<file path="config.mk">
export PLATFORM = sky130hd
export DESIGN_NAME = irq_status_ctrl
export DESIGN_NICKNAME = d
export VERILOG_FILES = /design/src/rtl/irq_ctl_pkg.sv /design/src/rtl/irq_evt_latch.sv /design/src/rtl/irq_mask_reg.sv /design/src/rtl/irq_req_gen.sv /design/src/rtl/irq_status_ctrl.sv
export SDC_FILE = /design/constraint.sdc
export NUM_CORES = 1
export LEC_CHECK = 0
export CAP_MARGIN = 20
export CORE_ASPECT_RATIO = 1.75
export CORE_MARGIN = 1.5
export CORE_UTILIZATION = 26
export CTS_CLUSTER_DIAMETER = 40
export DETAILED_ROUTE_END_ITERATION = 8
export GPL_TIMING_DRIVEN = 0
export SETUP_SLACK_MARGIN = 0.3
export SLEW_MARGIN = 20
export SYNTH_ARGS = -nofsm -noshare
export SYNTH_HDL_FRONTEND = slang
export SYNTH_SLANG_ARGS = --single-unit
</file>
<file path="constraint.sdc">
create_clock -name clk -period 2.3 [get_ports clk]
set_clock_uncertainty 0.1 [all_clocks]
set_input_delay 0.46 -clock clk [delete_from_list [all_inputs] [get_ports clk]]
set_output_delay 0.46 -clock clk [all_outputs]
set_load 0.01 [all_outputs]
</file>
<file path="src/rtl/irq_ctl_pkg.sv">
package irq_ctl_pkg;

    typedef enum logic {
        SEL_STATUS = 1'b0,
        SEL_MASK   = 1'b1
    } reg_sel_e;

endpackage

</file>
<file path="src/rtl/irq_evt_latch.sv">
module irq_evt_latch #(
    parameter int W = 7
) (
    input  logic         clk,
    input  logic         rst_n,
    input  logic [W-1:0] evt_i,
    input  logic [W-1:0] clr_i,
    output logic [W-1:0] status_o
);

    typedef struct packed {
        logic [W-1:0] bits;
    } latch_t;

    latch_t st_d, st_q;

    always_comb begin
        st_d = st_q;
        // set wins over clear on the same bit
        st_d.bits = (st_q.bits & ~clr_i) | evt_i;
    end

    always_ff @(posedge clk or negedge rst_n) begin
        if (!rst_n) begin
            st_q <= '0;
        end else begin
            st_q <= st_d;
        end
    end

    assign status_o = st_q.bits;

    // every strobed bit is set after the edge
    a_r4_event_sets: assert property (@(posedge clk) disable iff (!rst_n)
        (|evt_i) |=> ((st_q.bits & $past(evt_i)) == $past(evt_i)));

    // bits cleared without a competing event go to zero
    a_r3_clear_exact: assert property (@(posedge clk) disable iff (!rst_n)
        (|(clr_i & ~evt_i)) |=> ((st_q.bits & $past(clr_i & ~evt_i)) == '0));

    // bits not written as one keep their value
    a_r3_keep_unwritten: assert property (@(posedge clk) disable iff (!rst_n)
        1'b1 |=> (($past(st_q.bits) & ~$past(clr_i) & ~st_q.bits) == '0));

endmodule

</file>
<file path="src/rtl/irq_mask_reg.sv">
module irq_mask_reg #(
    parameter int W = 7
) (
    input  logic         clk,
    input  logic         rst_n,
    input  logic         wr_i,
    input  logic [W-1:0] wdata_i,
    output logic [W-1:0] mask_o
);

    typedef struct packed {
        logic [W-1:0] en;
    } mask_t;

    mask_t mk_d, mk_q;

    always_comb begin
        mk_d = mk_q;
        if (wr_i) begin
            mk_d.en = wdata_i;
        end
    end

    always_ff @(posedge clk or negedge rst_n) begin
        if (!rst_n) begin
            mk_q <= '0;
        end else begin
            mk_q <= mk_d;
        end
    end

    assign mask_o = mk_q.en;

    // mask holds when not written
    a_r5_mask_hold: assert property (@(posedge clk) disable iff (!rst_n)
        !wr_i |=> $stable(mk_q.en));

endmodule

</file>
<file path="src/rtl/irq_req_gen.sv">
module irq_req_gen #(
    parameter int W = 7
) (
    input  logic         clk,
    input  logic         rst_n,
    input  logic [W-1:0] status_i,
    input  logic [W-1:0] mask_i,
    output logic         irq_o
);

    typedef struct packed {
        logic req;
    } req_t;

    req_t rq_d, rq_q;

    always_comb begin
        rq_d     = rq_q;
        rq_d.req = |(status_i & mask_i);
    end

    always_ff @(posedge clk or negedge rst_n) begin
        if (!rst_n) begin
            rq_q <= '0;
        end else begin
            rq_q <= rq_d;
        end
    end

    assign irq_o = rq_q.req;

    // request follows masked status with one cycle of lag
    a_r6_irq_lag: assert property (@(posedge clk) disable iff (!rst_n)
        1'b1 |=> (rq_q.req == $past(|(status_i & mask_i))));

    // an all-zero mask keeps the line low
    a_r7_no_mask_no_irq: assert property (@(posedge clk) disable iff (!rst_n)
        (mask_i == '0) |=> !rq_q.req);

endmodule

</file>
<file path="src/rtl/irq_status_ctrl.sv">
module irq_status_ctrl #(
    parameter int EVT_W = 7
) (
    input  logic             clk,
    input  logic             rst_n,
    input  logic [EVT_W-1:0] evt_i,
    input  logic             stopped_i,
    input  logic             reg_addr_i,
    input  logic             reg_we_i,
    input  logic [EVT_W:0]   reg_wdata_i,
    output logic [EVT_W:0]   reg_rdata_o,
    output logic             irq_o
);

    import irq_ctl_pkg::*;

    localparam int BYTE_W = EVT_W + 1;

    typedef struct packed {
        logic stop;
    } top_t;

    top_t tp_d, tp_q;

    reg_sel_e          sel;
    logic [EVT_W-1:0]  clr_vec;
    logic              mask_wr;
    logic [EVT_W-1:0]  status_bits;
    logic [EVT_W-1:0]  mask_bits;
    logic [BYTE_W-1:0] rd_mux;

    assign sel = reg_sel_e'(reg_addr_i);

    always_comb begin
        tp_d      = tp_q;
        tp_d.stop = stopped_i;
        clr_vec   = '0;
        mask_wr   = 1'b0;
        if (reg_we_i) begin
            if (sel == SEL_STATUS) begin
                clr_vec = reg_wdata_i[EVT_W-1:0];
            end else begin
                mask_wr = 1'b1;
            end
        end
        if (sel == SEL_STATUS) begin
            rd_mux = {tp_q.stop, status_bits};
        end else begin
            rd_mux = {1'b0, mask_bits};
        end
    end

    always_ff @(posedge clk or negedge rst_n) begin
        if (!rst_n) begin
            tp_q <= '{stop: 1'b1};
        end else begin
            tp_q <= tp_d;
        end
    end

    irq_evt_latch #(.W(EVT_W)) u_latch (
        .clk      (clk),
        .rst_n    (rst_n),
        .evt_i    (evt_i),
        .clr_i    (clr_vec),
        .status_o (status_bits)
    );

    irq_mask_reg #(.W(EVT_W)) u_mask (
        .clk     (clk),
        .rst_n   (rst_n),
        .wr_i    (mask_wr),
        .wdata_i (reg_wdata_i[EVT_W-1:0]),
        .mask_o  (mask_bits)
    );

    irq_req_gen #(.W(EVT_W)) u_req (
        .clk      (clk),
        .rst_n    (rst_n),
        .status_i (status_bits),
        .mask_i   (mask_bits),
        .irq_o    (irq_o)
    );

    assign reg_rdata_o = rd_mux;

    // stopped bit is the input delayed by one edge
    a_r9_stop_tracks: assert property (@(posedge clk) disable iff (!rst_n)
        1'b1 |=> (tp_q.stop == $past(stopped_i)));

endmodule

</file>
==> metrics.md <==
| Metric | Value |
|---|---|
| Crit path kind | primary input to output port |
| Layout Area Growth over Synthesis | 49.7% |
| Initial antenna violation count | 0 |
| Slew Limit Headroom | approximately half |
| Die Wd | 42.8 um |
| Slew Limit Fails | 0 |
| Worst vdd rail ir drop | 0.000370 V |
| Total power | a little over 700 uW |
| Data required time of the critical path | around 1.7 ns |
| Largest stage delay, worst path | approximately 0.33 ns |
| Vias in the first global route | about 590 |
| Antenna cells | 0 |
| Syn nets | ~70 |
| Std cell rows | 25 |
| Post-synthesis sequential area ratio | a little under three fifths |
| Inst Count DP | 105 |
| DR pass1 iterations | 3 |
| Post-DP HPWL | roughly 1.2 mm |
| P_leak | about 0.42 nW |
| Layout Cells excl Fill | around 110 |
| Setup crit end kind | output port |
| Initial Util | 27.2% |
| Primary FF master, synth | dfrtp_1 |
| Crit-path max FO | 8 |
| DP Area | between 1000 and 1500 um^2 |
| Final net count | roughly 110 |
| Pwr dens | around 650 nW/um^2 |
| Total gr overflow | 0 |
| Post-route antenna net violation count | 0 |
| Clk slew on worst S/H paths | 0.06 ns |
| Synth cell count leaders | dfrtp_1, mux2_2, a21o_1, nand3b_1 |
| # Max-Cap Violations | 0 |
| Netlist Area Pre-Place | approximately 720 um^2 |
| Core area | around 2700 um^2 |
| Vias/cell | roughly 5 |
| CP Launch Type | primary input |
| Post-synthesis register bit count | 16 |
| HP Class | register to register |
| Tot GR Track Use | approximately 12% |
| Highest Clock Rate | roughly 530 MHz |
| Largest net degree at the start of global routing | 17 |
| Clk root buf | clkbuf_8 |
| WHS Path Cells | 1 |
| TritonCTS clock tree | done |
| Post-synth EDFFs | 0 |
| Asr flop ratio synth | between 90% and 100% |
| Min Tclk post-route | between 1.5 and 2 ns |
| Worst-Skew Late Latency | about 0.24 ns |
| Port buffer count | 26 |
| Post-route cell area | between 1000 and 1500 um^2 |
| Syn Inst Count | 52 |
| Fin crit share | roughly 83% |
| Final Hold Fails | 0 |
| WP data arrival | roughly 1.3 ns |
| CP max stage cell | mux2_2 |
| RSZ-0062 raised after global routing | no |
| Synth Area per Inst | 13.9 um^2 |
| Crit path cell chain | buf_4 > buf_6 > mux2_2 > dlygate4sd2_1 |
| First-pass GRT wire length | 2.84 mm |
| CTS H-tree lvls | 1 |
| Count of unique library cells instantiated by Yosys | 11 |
| Die Span Y | a little over 70 um |
| Share of cells above drive strength 1 | between 20% and 30% |
| Top cells by area, synth | dfrtp_1, mux2_2, a21o_1 |
| Die ar. | approximately 3100 um^2 |
| Worst slew pin tran | about 0.74 ns |
| DR DRC count | 0 |
| Initial drt markers | 5 |
| Synth area leader | dfrtp_1 |
| WL/cell | 14.6 um |
| I/O pins | 29 |
| Total CTS buffers | 3 |
| RD Place Congestion | ~0.66 |
| Clock Tree Buf Depth | 2 |
| Post-synth top area share | approximately half |
| Endpoints failing setup | 0 |
| Worst Reg2Reg Path Length in Cells | 2 |
| Clock Sinks | 16 |
| Count leader, synth | dfrtp_1 |
| DRT Wirelength | between 1.5 and 2 mm |
| Vias | 543 |
| Status | finished clean |
| Synthesis Warnings | 0 |
[flip-flops by register name, indices dropped and copies added (netlist names)]
signal / cells
u_latch.status_o: 7
tp_q: 1
u_mask.mask_o: 7
u_req.irq_o: 1
[stage by stage]
stage | setup slack, ns | utilization (%) | hold WS [ns] | TNS, ns
3_3_place_gp | -0.403 | 38.2 | 0.380 | -2.86
4_1_cts | 0.387 | 40.7 | 0.408 | 0
6_report | 0.400 | 40.7 | 0.406 | 0
3_5_place_dp | -0.394 | 38.2 | 0.393 | -2.82
2_1_floorplan | 0.785 | - | 0.0644 | 0
5_1_grt | 0.364 | 40.7 | 0.439 | 0
[per-layer routing]
metal / track usage, % / up-vias / wire (um)
met5: 0 / - / 0
met4: 4.17 / 0 / 9
met3: 2.48 / 2 / 83
met2: 20.9 / 17 / 849
met1: 14.5 / 266 / 678
li1: - / 258 / -
[power by group]
group / internal [mW] / switching, mW
combinational: 0.0869 / 0.0500
sequential: 0.309 / 0.0180
clock: 0.152 / 0.0909
total: 0.547 / 0.159
[cells in the final DEF (no fill, tap or decap), drive strengths merged]
cell / count
nand3b: 7
dfrtp: 15
clkbuf: 4
a21o: 7
clkdlybuf4s50: 17
nand2: 1
buf: 5
a22oi: 2
dlygate4sd2: 8
nand3: 1
dfstp: 1
mux2: 14
nor2b: 1
a222oi: 1
[layout make-up]
type	count	area [um^2]
fillers	266	1580
flip-flops and latches	16	402
multi-input cells	34	305
repair buffers	28	267
clock buffers	4	55.1
well taps	27	33.8
plain buffers	2	18.8
[critical path, delay by kind of cell]
kind / cells / cell delay (ns)
buffers and inverters: 3 / 0.54
multiplexers: 1 / 0.33
[final timing paths]
| path | to | slack, ns | startpoint |
|---|---|---|---|
| max in group asynchronous | u_mask.mask_o[3] | 1.08 | rst_n |
| worst min register to register | u_latch.status_o[6] | 0.41 | u_latch.status_o[6] |
| worst min-delay path | u_latch.status_o[6] | 0.41 | u_latch.status_o[6] |
| worst max register to register | u_req.irq_o | 1.20 | u_mask.mask_o[4] |
| min in group asynchronous | u_req.irq_o | 0.56 | rst_n |
| worst max-delay path | reg_rdata_o[0] | 0.40 | reg_addr_i |
[timing repair]
item                                    4_1_cts  5_1_grt
hold buffers                                  0        0
resized for setup                            17        0
hold endpoints to repair                      0        0
setup buffers                                 1        0
endpoints found under the setup margin        8        0
[kinds of logic (layout without fill, tap and decap cells)]
| logic type | after synthesis | after routing | synth area share (%) |
|---|---|---|---|
| flip-flops | 16 | 16 | 55.6 |
| multiplexers | 14 | 14 | 21.8 |
| AO/OA/AOI/OAI | 10 | 10 | 10.7 |
| AND/OR/NAND/NOR | 10 | 10 | 9.71 |
| buffers and inverters | 2 | 34 | 2.08 |
(Power assumes the default switching activity.)
